## config.mk

```make
export PLATFORM = sky130hd
export DESIGN_NAME = pkt_page_mmu
export DESIGN_NICKNAME = d
export VERILOG_FILES = /design/src/rtl/pau_pkg.sv /design/src/rtl/pau_id_queue.sv /design/src/rtl/pau_page_pool.sv /design/src/rtl/pau_irq_ctrl.sv /design/src/rtl/pkt_page_mmu.sv
export SDC_FILE = /design/constraint.sdc
export NUM_CORES = 1
export LEC_CHECK = 0
export ABC_CLOCK_PERIOD_IN_PS = 5200
export BUFFER_PORTS_ARGS = -buffer_cell sky130_fd_sc_hd__buf_2
export CELL_PAD_IN_SITES_DETAIL_PLACEMENT = 1
export CELL_PAD_IN_SITES_GLOBAL_PLACEMENT = 1
export CORE_AREA = 2 2 77 134
export CTS_CLUSTER_DIAMETER = 200
export DETAILED_ROUTE_END_ITERATION = 6
export DIE_AREA = 0 0 79 136
export PLACE_DENSITY_LB_ADDON = 0.25
export SYNTH_ARGS = -nofsm -noshare
export SYNTH_HDL_FRONTEND = slang
export SYNTH_SLANG_ARGS = --single-unit
```

## constraint.sdc

```tcl
create_clock -name clk -period 5.2 [get_ports clk]
set_input_delay 1.56 -clock clk [delete_from_list [all_inputs] [get_ports clk]]
set_output_delay 1.56 -clock clk [all_outputs]
set_load 0.005 [all_outputs]
```

## src/rtl/pau_pkg.sv

```systemverilog
package pau_pkg;

  typedef enum logic [2:0] {
    CMD_NOP     = 3'd0,
    CMD_ALLOC   = 3'd1,
    CMD_MMU_RST = 3'd2,
    CMD_RX_POP  = 3'd3,
    CMD_RX_FREE = 3'd4,
    CMD_REL     = 3'd5,
    CMD_TX_PUSH = 3'd6,
    CMD_TX_CLR  = 3'd7
  } pau_cmd_e;

  localparam logic [7:0] NONE_ID  = 8'h80;
  localparam logic [7:0] ACK_MASK = 8'hD6;

  localparam int INT_RX      = 0;
  localparam int INT_TXDONE  = 1;
  localparam int INT_TXEMPTY = 2;
  localparam int INT_ALLOC   = 3;

  // index of the lowest clear bit among the first n, or n when none is clear
  function automatic int lowest_clear(input logic [31:0] v, input int n);
    int r;
    r = n;
    for (int i = 31; i >= 0; i--) begin
      if (i < n && !v[i]) r = i;
    end
    return r;
  endfunction

  function automatic int ones_count(input logic [31:0] v, input int n);
    int c;
    c = 0;
    for (int i = 0; i < 32; i++) begin
      if (i < n && v[i]) c++;
    end
    return c;
  endfunction

  function automatic logic [31:0] one_hot(input int idx);
    return 32'd1 << idx;
  endfunction

endpackage

```

## src/rtl/pau_id_queue.sv

```systemverilog
module pau_id_queue #(
  parameter int DEPTH = 4,
  parameter int IDW   = 2,
  localparam int CTW  = $clog2(DEPTH + 1)
) (
  input  logic           clk,
  input  logic           rst_n,
  input  logic           clr,
  input  logic           push,
  input  logic [IDW-1:0] push_id,
  input  logic           pop,
  output logic [IDW-1:0] head,
  output logic [CTW-1:0] count,
  output logic           empty,
  output logic           empty_nxt,
  output logic           full
);

  logic [IDW-1:0] ent_q   [DEPTH];
  logic [IDW-1:0] ent_nxt [DEPTH];
  logic [CTW-1:0] cnt_q, cnt_nxt, base;
  logic           pop_eff, push_eff;

  assign pop_eff  = pop && (cnt_q != '0);
  assign base     = cnt_q - CTW'(pop_eff);
  assign push_eff = push && (base < CTW'(DEPTH));

  always_comb begin
    for (int i = 0; i < DEPTH; i++) begin
      if (pop_eff && i < DEPTH - 1) ent_nxt[i] = ent_q[i+1];
      else                          ent_nxt[i] = ent_q[i];
    end
    if (push_eff) begin
      for (int i = 0; i < DEPTH; i++) begin
        if (CTW'(i) == base) ent_nxt[i] = push_id;
      end
    end
    cnt_nxt = clr ? '0 : base + CTW'(push_eff);
  end

  always_ff @(posedge clk) begin
    if (!rst_n) begin
      cnt_q <= '0;
      for (int i = 0; i < DEPTH; i++) ent_q[i] <= '0;
    end else begin
      cnt_q <= cnt_nxt;
      for (int i = 0; i < DEPTH; i++) ent_q[i] <= ent_nxt[i];
    end
  end

  assign head      = ent_q[0];
  assign count     = cnt_q;
  assign empty     = (cnt_q == '0);
  assign empty_nxt = (cnt_nxt == '0);
  assign full      = (cnt_q == CTW'(DEPTH));


  depth_bound_chk: assert property (@(posedge clk) disable iff (!rst_n)
    cnt_q <= CTW'(DEPTH));


  full_push_chk: assert property (@(posedge clk) disable iff (!rst_n)
    (full && push && !pop && !clr) |=> (cnt_q == CTW'(DEPTH)));

endmodule

```

## src/rtl/pau_page_pool.sv

```systemverilog
module pau_page_pool
  import pau_pkg::*;
#(
  parameter int NUM_PAGES = 4,
  parameter int IDW       = 2
) (
  input  logic                 clk,
  input  logic                 rst_n,
  input  logic                 pool_clr,
  input  logic                 alloc_cmd,
  input  logic [NUM_PAGES-1:0] rel_vec,
  input  logic                 rx_req,
  input  logic                 rx_block,
  output logic                 rx_grant,
  output logic [IDW-1:0]       grant_id,
  output logic                 alloc_ok,
  output logic [7:0]           alloc_result,
  output logic [NUM_PAGES-1:0] used_mask,
  output logic [7:0]           used_count
);

  logic [NUM_PAGES-1:0] used_q, mask_a, used_nxt;
  logic [7:0]           res_q;
  logic                 pending, retry, attempt, avail;
  int                   pick;
  logic [31:0]          pick_oh;

  assign pending = (res_q == NONE_ID);
  assign retry   = pending && (|rel_vec);
  assign attempt = alloc_cmd || retry;
  assign mask_a  = used_q & ~rel_vec;
  assign pick    = lowest_clear(32'(mask_a), NUM_PAGES);
  assign avail   = (pick < NUM_PAGES);
  assign pick_oh = one_hot(pick);

  assign alloc_ok = attempt && avail && !pool_clr;
  assign rx_grant = rx_req && avail && !attempt && !rx_block && !pool_clr;
  assign grant_id = IDW'(pick);
  assign used_nxt = mask_a | ((alloc_ok || rx_grant) ? pick_oh[NUM_PAGES-1:0] : '0);

  always_ff @(posedge clk) begin
    if (!rst_n || pool_clr) begin
      used_q <= '0;
      res_q  <= '0;
    end else begin
      used_q <= used_nxt;
      if (attempt) res_q <= avail ? 8'(pick) : NONE_ID;
    end
  end

  assign alloc_result = res_q;
  assign used_mask    = used_q;
  assign used_count   = 8'(ones_count(32'(used_q), NUM_PAGES));


  alloc_mark_chk: assert property (@(posedge clk) disable iff (!rst_n)
    alloc_ok |=> (!alloc_result[7] && used_mask[alloc_result[IDW-1:0]]));


  alloc_fail_chk: assert property (@(posedge clk) disable iff (!rst_n)
    (alloc_cmd && (&used_q) && (rel_vec == '0) && !pool_clr) |=> (alloc_result == NONE_ID));


  rx_mark_chk: assert property (@(posedge clk) disable iff (!rst_n)
    (rx_grant && !pool_clr) |=> used_mask[$past(grant_id)]);

endmodule

```

## src/rtl/pau_irq_ctrl.sv

```systemverilog
module pau_irq_ctrl
  import pau_pkg::*;
(
  input  logic       clk,
  input  logic       rst_n,
  input  logic       ack_we,
  input  logic [7:0] ack_data,
  input  logic       mask_we,
  input  logic [7:0] mask_data,
  input  logic       alloc_clr,
  input  logic       alloc_set,
  input  logic       rx_set,
  input  logic       rx_pop,
  input  logic       rx_left,
  input  logic       txq_empty,
  input  logic       txq_empty_nxt,
  input  logic       cq_nonempty,
  input  logic       cq_nonempty_nxt,
  output logic [7:0] int_status,
  output logic [7:0] int_mask,
  output logic       irq
);

  logic [7:0] st_q, st_nxt, mk_q;

  always_comb begin
    st_nxt = st_q;
    if (ack_we)          st_nxt = st_nxt & ~(ack_data & ACK_MASK);
    if (alloc_clr)       st_nxt[INT_ALLOC]   = 1'b0;
    if (alloc_set)       st_nxt[INT_ALLOC]   = 1'b1;
    if (rx_pop)          st_nxt[INT_RX]      = rx_left;
    if (rx_set)          st_nxt[INT_RX]      = 1'b1;
    if (txq_empty_nxt)   st_nxt[INT_TXEMPTY] = 1'b1;
    if (cq_nonempty_nxt) st_nxt[INT_TXDONE]  = 1'b1;
  end

  always_ff @(posedge clk) begin
    if (!rst_n) begin
      st_q <= 8'h04;
      mk_q <= 8'h00;
    end else begin
      st_q <= st_nxt;
      if (mask_we) mk_q <= mask_data;
    end
  end

  assign int_status = st_q;
  assign int_mask   = mk_q;
  assign irq        = |(st_q & mk_q);


  txempty_force_chk: assert property (@(posedge clk) disable iff (!rst_n)
    txq_empty |-> int_status[INT_TXEMPTY]);


  txdone_force_chk: assert property (@(posedge clk) disable iff (!rst_n)
    cq_nonempty |-> int_status[INT_TXDONE]);


  ack_keep_rx_chk: assert property (@(posedge clk) disable iff (!rst_n)
    (ack_we && !rx_set && !rx_pop) |=> (int_status[INT_RX] == $past(int_status[INT_RX])));


  mask_quiet_chk: assert property (@(posedge clk) disable iff (!rst_n)
    (int_mask == 8'h00) |-> !irq);

endmodule

```

## src/rtl/pkt_page_mmu.sv

```systemverilog
module pkt_page_mmu
  import pau_pkg::*;
#(
  parameter int NUM_PAGES = 4,
  localparam int IDW      = (NUM_PAGES > 1) ? $clog2(NUM_PAGES) : 1,
  localparam int CTW      = $clog2(NUM_PAGES + 1)
) (
  input  logic       clk,
  input  logic       rst_n,
  input  logic       cmd_valid,
  input  logic [7:0] cmd_byte,
  input  logic       pnum_we,
  input  logic [7:0] pnum_wdata,
  input  logic       ack_we,
  input  logic [7:0] ack_data,
  input  logic       mask_we,
  input  logic [7:0] mask_data,
  input  logic       auto_release,
  input  logic       rx_req,
  output logic       rx_grant,
  output logic [7:0] rx_page,
  output logic       tx_valid,
  output logic [7:0] tx_page,
  input  logic       tx_sent,
  output logic [7:0] alloc_result,
  output logic [7:0] rx_head,
  output logic [7:0] done_head,
  output logic [7:0] used_count,
  output logic [7:0] int_status,
  output logic [7:0] int_mask,
  output logic       irq
);

  pau_cmd_e cmd;
  logic     c_alloc, c_mmu_rst, c_rx_pop, c_rx_free, c_rel, c_tx_push, c_tx_clr;
  logic [7:0] pnum_q;
  logic       pnum_ok;

  assign cmd       = pau_cmd_e'(cmd_byte[7:5]);
  assign c_alloc   = cmd_valid && (cmd == CMD_ALLOC);
  assign c_mmu_rst = cmd_valid && (cmd == CMD_MMU_RST);
  assign c_rx_pop  = cmd_valid && (cmd == CMD_RX_POP);
  assign c_rx_free = cmd_valid && (cmd == CMD_RX_FREE);
  assign c_rel     = cmd_valid && (cmd == CMD_REL);
  assign c_tx_push = cmd_valid && (cmd == CMD_TX_PUSH);
  assign c_tx_clr  = cmd_valid && (cmd == CMD_TX_CLR);

  always_ff @(posedge clk) begin
    if (!rst_n)       pnum_q <= '0;
    else if (pnum_we) pnum_q <= pnum_wdata;
  end
  assign pnum_ok = (pnum_q < 8'(NUM_PAGES));

  // queue status
  logic [IDW-1:0] txq_head, rxq_head, cq_head, grant_id;
  logic [CTW-1:0] txq_cnt, rxq_cnt, cq_cnt;
  logic txq_empty, txq_empty_nxt, txq_full;
  logic rxq_empty, rxq_empty_nxt, rxq_full;
  logic cq_empty, cq_empty_nxt, cq_full;

  // events between the pieces
  logic sent_ev, sent_free, sent_park, cq_pop_ev, rx_pop_ev, q_tx_clr;
  logic alloc_ok;
  logic [NUM_PAGES-1:0] rel_vec, used_mask;
  logic [31:0] rel_w;

  assign sent_ev   = tx_sent && !txq_empty;
  assign sent_free = sent_ev && auto_release;
  assign sent_park = sent_ev && !auto_release;
  assign cq_pop_ev = ack_we && ack_data[INT_TXDONE];
  assign rx_pop_ev = c_rx_pop || c_rx_free;
  assign q_tx_clr  = c_mmu_rst || c_tx_clr;

  always_comb begin
    rel_w = '0;
    if (c_rel && pnum_ok)           rel_w = rel_w | one_hot(int'(pnum_q));
    if (c_rx_free && !rxq_empty)    rel_w = rel_w | one_hot(int'(rxq_head));
    if (sent_free)                  rel_w = rel_w | one_hot(int'(txq_head));
  end
  assign rel_vec = rel_w[NUM_PAGES-1:0];

  pau_page_pool #(.NUM_PAGES(NUM_PAGES), .IDW(IDW)) u_pool (
    .clk          (clk),
    .rst_n        (rst_n),
    .pool_clr     (c_mmu_rst),
    .alloc_cmd    (c_alloc),
    .rel_vec      (rel_vec),
    .rx_req       (rx_req),
    .rx_block     (cmd_valid),
    .rx_grant     (rx_grant),
    .grant_id     (grant_id),
    .alloc_ok     (alloc_ok),
    .alloc_result (alloc_result),
    .used_mask    (used_mask),
    .used_count   (used_count)
  );

  pau_id_queue #(.DEPTH(NUM_PAGES), .IDW(IDW)) u_txq (
    .clk       (clk),
    .rst_n     (rst_n),
    .clr       (q_tx_clr),
    .push      (c_tx_push && pnum_ok),
    .push_id   (pnum_q[IDW-1:0]),
    .pop       (sent_ev),
    .head      (txq_head),
    .count     (txq_cnt),
    .empty     (txq_empty),
    .empty_nxt (txq_empty_nxt),
    .full      (txq_full)
  );

  pau_id_queue #(.DEPTH(NUM_PAGES), .IDW(IDW)) u_cq (
    .clk       (clk),
    .rst_n     (rst_n),
    .clr       (q_tx_clr),
    .push      (sent_park),
    .push_id   (txq_head),
    .pop       (cq_pop_ev),
    .head      (cq_head),
    .count     (cq_cnt),
    .empty     (cq_empty),
    .empty_nxt (cq_empty_nxt),
    .full      (cq_full)
  );

  pau_id_queue #(.DEPTH(NUM_PAGES), .IDW(IDW)) u_rxq (
    .clk       (clk),
    .rst_n     (rst_n),
    .clr       (c_mmu_rst),
    .push      (rx_grant),
    .push_id   (grant_id),
    .pop       (rx_pop_ev),
    .head      (rxq_head),
    .count     (rxq_cnt),
    .empty     (rxq_empty),
    .empty_nxt (rxq_empty_nxt),
    .full      (rxq_full)
  );

  pau_irq_ctrl u_irq (
    .clk             (clk),
    .rst_n           (rst_n),
    .ack_we          (ack_we),
    .ack_data        (ack_data),
    .mask_we         (mask_we),
    .mask_data       (mask_data),
    .alloc_clr       (c_alloc),
    .alloc_set       (alloc_ok),
    .rx_set          (rx_grant),
    .rx_pop          (rx_pop_ev),
    .rx_left         (!rxq_empty_nxt),
    .txq_empty       (txq_empty),
    .txq_empty_nxt   (txq_empty_nxt),
    .cq_nonempty     (!cq_empty),
    .cq_nonempty_nxt (!cq_empty_nxt),
    .int_status      (int_status),
    .int_mask        (int_mask),
    .irq             (irq)
  );

  assign rx_page   = 8'(grant_id);
  assign tx_valid  = !txq_empty;
  assign tx_page   = 8'(txq_head);
  assign rx_head   = rxq_empty ? NONE_ID : 8'(rxq_head);
  assign done_head = cq_empty  ? NONE_ID : 8'(cq_head);


  rx_enqueue_chk: assert property (@(posedge clk) disable iff (!rst_n)
    rx_grant |=> (rx_head != NONE_ID));


  mmu_clear_chk: assert property (@(posedge clk) disable iff (!rst_n)
    c_mmu_rst |=> (used_count == 8'd0 && rx_head == NONE_ID && !tx_valid));


  auto_free_chk: assert property (@(posedge clk) disable iff (!rst_n)
    (sent_free && !c_mmu_rst && !c_tx_clr && !cq_pop_ev) |=> $stable(done_head));

endmodule

```

# == Word-level counts from Yosys, hierarchy flattened ==
# Memories as Yosys holds them, arrays and structs flattened.
# Cells that the tools add are included.
# word_totals
mem_bits_ro,0
latchBits,0
in_bits,41
elab_cells,191
ramBits,24
out_inout_bits,67
memories,3
regBits,45
# memory_table
memory,depth,word_bits,rd,rd_ports_with_merged_regs,write_ports,line,text
u_cq.ent_q,4,2,4,0,4,pau_id_queue.sv:19,logic [IDW-1:0] ent_q [DEPTH];
u_rxq.ent_q,4,2,4,0,4,pau_id_queue.sv:19,
u_txq.ent_q,4,2,4,0,4,pau_id_queue.sv:19,
# classes
n_mul,0
muxes,62
n_bitwise,21
n_eq_ne,18
div_mod_pow,0
n_addsub,9
reduce_logical,57
shifts,4
order_cmp,5
# op_table
op,count
32-bit two-way mux,3
8-bit two-way mux,9
2-bit two-way mux,33
32-bit by 4-bit < comparator with 1-bit output (second input constant),1
1-bit by 32-bit left shift with 4-bit output (first input constant),1
1-bit logical AND,27
3-bit zero test,9
4-bit two-way mux,5
2-bit by 3-bit equality test with 1-bit output (first input constant),6
8-bit by 2-bit adder with 8-bit output (second input constant),2
8-bit bitwise AND,2
3-bit nonzero test,5
3-bit equality test (second input constant),4
3-bit two-way mux,4
1-bit bitwise OR,12
4-bit bitwise OR,3
3-bit by 1-bit adder with 3-bit output,3
1-bit by 3-bit equality test with 1-bit output (first input constant),3
3-bit < comparator (second input constant),3
3-bit by 1-bit subtractor with 3-bit output,3
8-bit equality test (second input constant),1
1-bit zero test,8
8-bit by 3-bit < comparator with 1-bit output (second input constant),1
1-bit two-way mux,8
14 further kinds,20

# == Longest topological paths before layout ==
# logic_depth
depth_word,26
ltp_mapped,15
mapped_depth_nobuf,14

# == By module ==
# A second synthesis with hierarchy kept.
# unflattened
hier_cells,447
area_unflattened_um2,3829.9
# modules_own_cells
mod,area_per_inst_um2,cells_each,seq_area_each_um2,instances
pau_id_queue,639.4,78,220.2,3
pkt_page_mmu,764.5,93,160.2,1
pau_page_pool,598.1,66,140.1,1
pau_irq_ctrl,549.3,54,300.3,1

# == Least setup slack after synthesis ==
# Ideal clock, no wire load.
# synth_timing
kind,input-to-output
from,in cmd_byte[6]
to,out rx_page[1]
slack_ps,807
arrival_time_ps,2833
required_ps,3640
path_buffers,2
path_stages,6
cell_sequence,buf_4 -> and4bb_2 -> nand4b_1 -> and4_1 -> a211oi_2 -> buf_4
# synth_lines
element,line,text
start: declaration,pkt_page_mmu.sv:11,"input logic [7:0] cmd_byte,"
end: declaration,pkt_page_mmu.sv:21,"output logic [7:0] rx_page,"

# == Worst setup path in the final report ==
# layout_timing
from,in cmd_byte[7]
to,out rx_grant
# layout_via
elab_chain_cells,19
elab_cells_between_ends,31
classes_between,1 x order compare; 4 x eq/ne; 7 x mux; 4 x bitwise; 15 x reduce/logical
# layout_rtl
element,line,text
3-bit equality test,pkt_page_mmu.sv:44,assign c_rel = cmd_valid && (cmd == CMD_REL);
1-bit logical AND,pkt_page_mmu.sv:44,
1-bit logical AND,pkt_page_mmu.sv:76,if (c_rel && pnum_ok) rel_w = rel_w | one_hot(int'(pnum_q));
4-bit two-way mux,pkt_page_mmu.sv:76,
4-bit bitwise OR,pkt_page_mmu.sv:77,if (c_rx_free && !rxq_empty) rel_w = rel_w | one_hot(int'(rxq_head));
4-bit two-way mux,pkt_page_mmu.sv:77,
4-bit bitwise OR,pkt_page_mmu.sv:78,if (sent_free) rel_w = rel_w | one_hot(int'(txq_head));
4-bit two-way mux,pkt_page_mmu.sv:78,
4-bit NOT,pau_page_pool.sv:31,assign mask_a = used_q & ~rel_vec;
4-bit bitwise AND,pau_page_pool.sv:31,
3-bit two-way mux,pau_pkg.sv:27,if (i < n && !v[i]) r = i;
32-bit two-way mux (3 in a row),pau_pkg.sv:27,
32-bit by 4-bit < comparator with 1-bit output,pau_page_pool.sv:33,assign avail = (pick < NUM_PAGES);
1-bit logical AND (3 in a row),pau_page_pool.sv:37,assign rx_grant = rx_req && avail && !attempt && !rx_block && !pool_clr;
1-bit logical AND *,pau_page_pool.sv:37,
end: declaration,pkt_page_mmu.sv:20,"output logic rx_grant,"
# Mark *: on every way between the ends. The rest lies on a longest branch, timed or not.

==> summary.txt <==
Floorplanning
  – Die X: roughly 79 um
  – Die Ht: between 100 and 150 um
  – Rows: 48
  – Initial core utilization: a little under two fifths
  – Top-Level Pins: 108
  – Die area: about 11000 um2
  – Core area: 9730 um2

Routing
  – Initial DRC Count: around 100
  – DR WL/cell: 16.2 um
  – Via count: 3077
  – Vias per inst: 5.15
  – Drt total wl: a little under 10000 um
  – Drt pass-1 iters: 6
  – Drt drc: 0
  – Final ANT Viol Nets: 0

Yosys
  – Post-Syn Area: 3690 um2
  – Avg Inst Size Synth: 9.02 um2
  – Most used DFF post-synth: dfxtp_1
  – Syn. warnings: 0
  – EDFF count, synth: 0
  – Register bit total from synthesis: 63
  – Sequential area share after synthesis: 34.2%
  – Synth Instances: 409
  – Synth unique cells: 67
  – Post-synth ARST share: 0%

GRT
  – Remaining Overflow, GRT: 0
  – Initial antenna violation count: 0
  – Largest net degree at the start of global routing: 38
  – First-pass GRT wire length: 15800 um
  – Vias in the first global route: 3142
  – GRT Util Overall: 19.1%

Clock network
  – Hold-fix buffers at CTS: 0
  – CTS Buf Count: 9
  – Setup Buffers After CTS: 0
  – Worst-path clk slew: approximately 0.050 ns
  – Post-cts resize count: 0
  – Worst-skew pair later-pin latency: 0.33 ns
  – Max clock buf depth: 2
  – Root buf cell: clkbuf_16
  – CTS H-tree depth: 3
  – CTS tree: built
  – CTS sink count: 63

Timing
  – Setup violators final: 0
  – Fin. Hold Viols: 0
  – Slew HR: 52.7%
  – Setup_tns: 0 ns
  – Slew @ Worst Pin: 0.708 ns
  – Period minus WS final: approximately 4.7 ns
  – Slew Viols, Final: 0
  – Max Freq: 0.214 GHz
  – Final worst-path cycle share: 89.9%
  – Post-Route Skew: ~0.0048 ns
  – Unrepaired setup endpoints after global routing: false

Worst setup path
  – Worst path bufs/invs: 2
  – Critical Path AT: ~3.1 ns
  – Crit-path slowest cell: nor4b_4
  – Worst-path maximum fanout: 8
  – Worst EP required: ~3.6 ns
  – Critical path's largest stage delay: a little over 0.3 ns
  – CP Capture Type: output pin
  – CP Class: in -> out
  – Critical Path Source Type: input port
  – CP delay by family, top: simple AND/OR/NAND/NOR gates
  – Most common cell on crit path: buf_2
  – R2R setup slack: 1.97 ns
  – CP cell instances: buf_2 > nor4b_4 > nand3_2 > o211a_1 > nand4_2 > nor3b_2 > buf_2

Min path
  – Worst hold path type: reg -> reg

Final layout
  – Ant. Diodes: 0
  – Area Overhead vs Synth: 14.4%
  – Filler cell count: 1219
  – Final Net Count: 525
  – Share of cells above drive strength 1: 22.9%
  – Util after Layout: 43.4%

Place
  – I/O Buffers: 66
  – HPWL Detailed: roughly 7400 um
  – GP Congestion: 0.860

Power
  – Cell area power density: 349 nW/um2
  – Leakage: 2.01 nW
  – VDD IR max: 0.220 mV

Status
  – Status: complete, no violations

Flow run
  – Maxcap violations: 0
==> layer usage <==
metal | wire length [um] | global-route usage, % | up-vias | share of wire (%)
li1 | - | - | 1488 | -
met4 | 193 | 7.76 | 0 | 2.0
met1 | 3750 | 20.8 | 1483 | 39
met5 | 0 | 0 | - | 0
met2 | 5280 | 35.3 | 94 | 55
met3 | 450 | 3.78 | 12 | 4.6
==> path summary, 6_finish.rpt <==
path	from	to	cells after the start
max	cmd_byte[7]	rx_grant	7
min	u_irq.int_status[4]$_SDFFE_PN0P_	u_irq.int_status[4]$_SDFFE_PN0P_	2
max reg2reg	u_rxq.count[2]$_SDFF_PN0_	u_irq.int_status[0]$_SDFFE_PN0P_	14
min reg2reg	u_irq.int_status[4]$_SDFFE_PN0P_	u_irq.int_status[4]$_SDFFE_PN0P_	2
==> Yosys cell counts, types with 2 or more instances <==
library cell / instances / area, um2
buf_4: 38 / 285
nand3_1: 16 / 80.1
buf_6: 3 / 33.8
dfxtp_1: 63 / 1260
buf_1: 2 / 7.51
xnor2_1: 4 / 35.0
o211ai_1: 2 / 15.0
mux2_2: 4 / 45.0
a211oi_1: 16 / 120
nand4b_1: 2 / 17.5
a21oi_1: 10 / 50.1
and3_1: 6 / 37.5
nand4_4: 2 / 42.5
nor3_1: 4 / 20.0
o31a_1: 2 / 17.5
a22oi_1: 2 / 15.0
or3_4: 2 / 22.5
nor2b_1: 3 / 18.8
or3_1: 5 / 31.3
nand4_1: 5 / 31.3
xor2_1: 6 / 52.6
mux2i_1: 33 / 330
inv_2: 3 / 11.3
nor2_1: 52 / 195
mux2_1: 2 / 22.5
nor3b_2: 2 / 25.0
and2_1: 7 / 43.8
o211a_1: 2 / 20.0
ha_1: 15 / 188
o22ai_1: 3 / 18.8
clkbuf_1: 8 / 30.0
inv_1: 20 / 75.1
a311oi_1: 2 / 17.5
and4_1: 2 / 17.5
nand2_1: 28 / 105
nand2b_1: 2 / 12.5
==> report_power, final <==
group          total, mW  internal, mW  switching [mW]
sequential         0.559         0.522          0.0371
combinational      0.372         0.150           0.222
clock              0.542         0.342           0.199
total               1.47          1.01           0.458
==> final cells by class <==
type	instances	area, um2	area share [%]
clock buffer	13	260	6.16
clock inverter	1	5.00	0.119
inverter	23	86.3	2.04
multi-input combinational	303	2100	49.7
sequential	63	1260	29.9
tap	125	156	3.70
timing repair buffer	69	353	8.36
==> metrics by stage <==
step | hold WS (ns) | cells | power (mW) | cell area, um2 | worst slack (ns)
global route | 0.472 | 597 | 1.56 | 4220 | 0.379
detailed placement | 0.443 | 583 | 0.944 | 3960 | 0.521
CTS | 0.455 | 597 | 1.50 | 4220 | 0.520
floorplan | 0.435 | 441 | 0.850 | 3810 | 0.807
global placement | 0.438 | 583 | 0.926 | 3960 | 0.558
finish | 0.449 | 597 | 1.47 | 4220 | 0.525
==> sequential cells by signal, indices dropped and copies added, names as in the netlist <==
name and cells:
pnum_q 8, u_cq.ent_q 8, u_irq.int_mask 8, u_rxq.ent_q 8, u_txq.ent_q 8, u_irq.int_status 7, u_pool.used_mask 4, u_cq.count 3
u_pool.alloc_result 3, u_rxq.count 3, u_txq.count 3
==> worst register-to-register path, stage by stage (launching register included) <==
cell,delay [ns]
dfxtp_1,0.31
or3_1,0.51
inv_1,0.20
a211oi_4,0.06
ha_1,0.19
ha_1,0.19
xor2_1,0.18
nor4bb_1,0.31
ha_1,0.21
ha_1,0.19
xnor2_1,0.17
nand3_1,0.19
o22ai_1,0.15
a211oi_1,0.10
o21a_1,0.18
==> placed cells by master, fill, tap and decap left out, types with 4 or more instances in the layout <==
cell and instances:
xnor2_1 4, a21oi_1 10, or3_1 5, and2_1 7
dfxtp_1 63, nor3_1 4, a211oi_1 16, nand2_1 28
mux2i_1 33, nand4_1 5, conb_1 33, nor2_1 52
mux2_2 4, inv_1 20, clkbuf_16 9, buf_2 66
ha_1 15, nand3_1 16, xor2_1 6, and3_1 6
==> kinds of logic after synthesis <==
family	synth area share [%]
AOI/OAI and AO/OA	13.0
xor gates and xnor gates	2.37
adders and majority gates	5.09
buffers and inverters	12.1
DFF	34.2
muxes	10.8
other	0.102
and+or+nand+nor	22.3
Note: power is estimated with default switching activity, not from simulation.
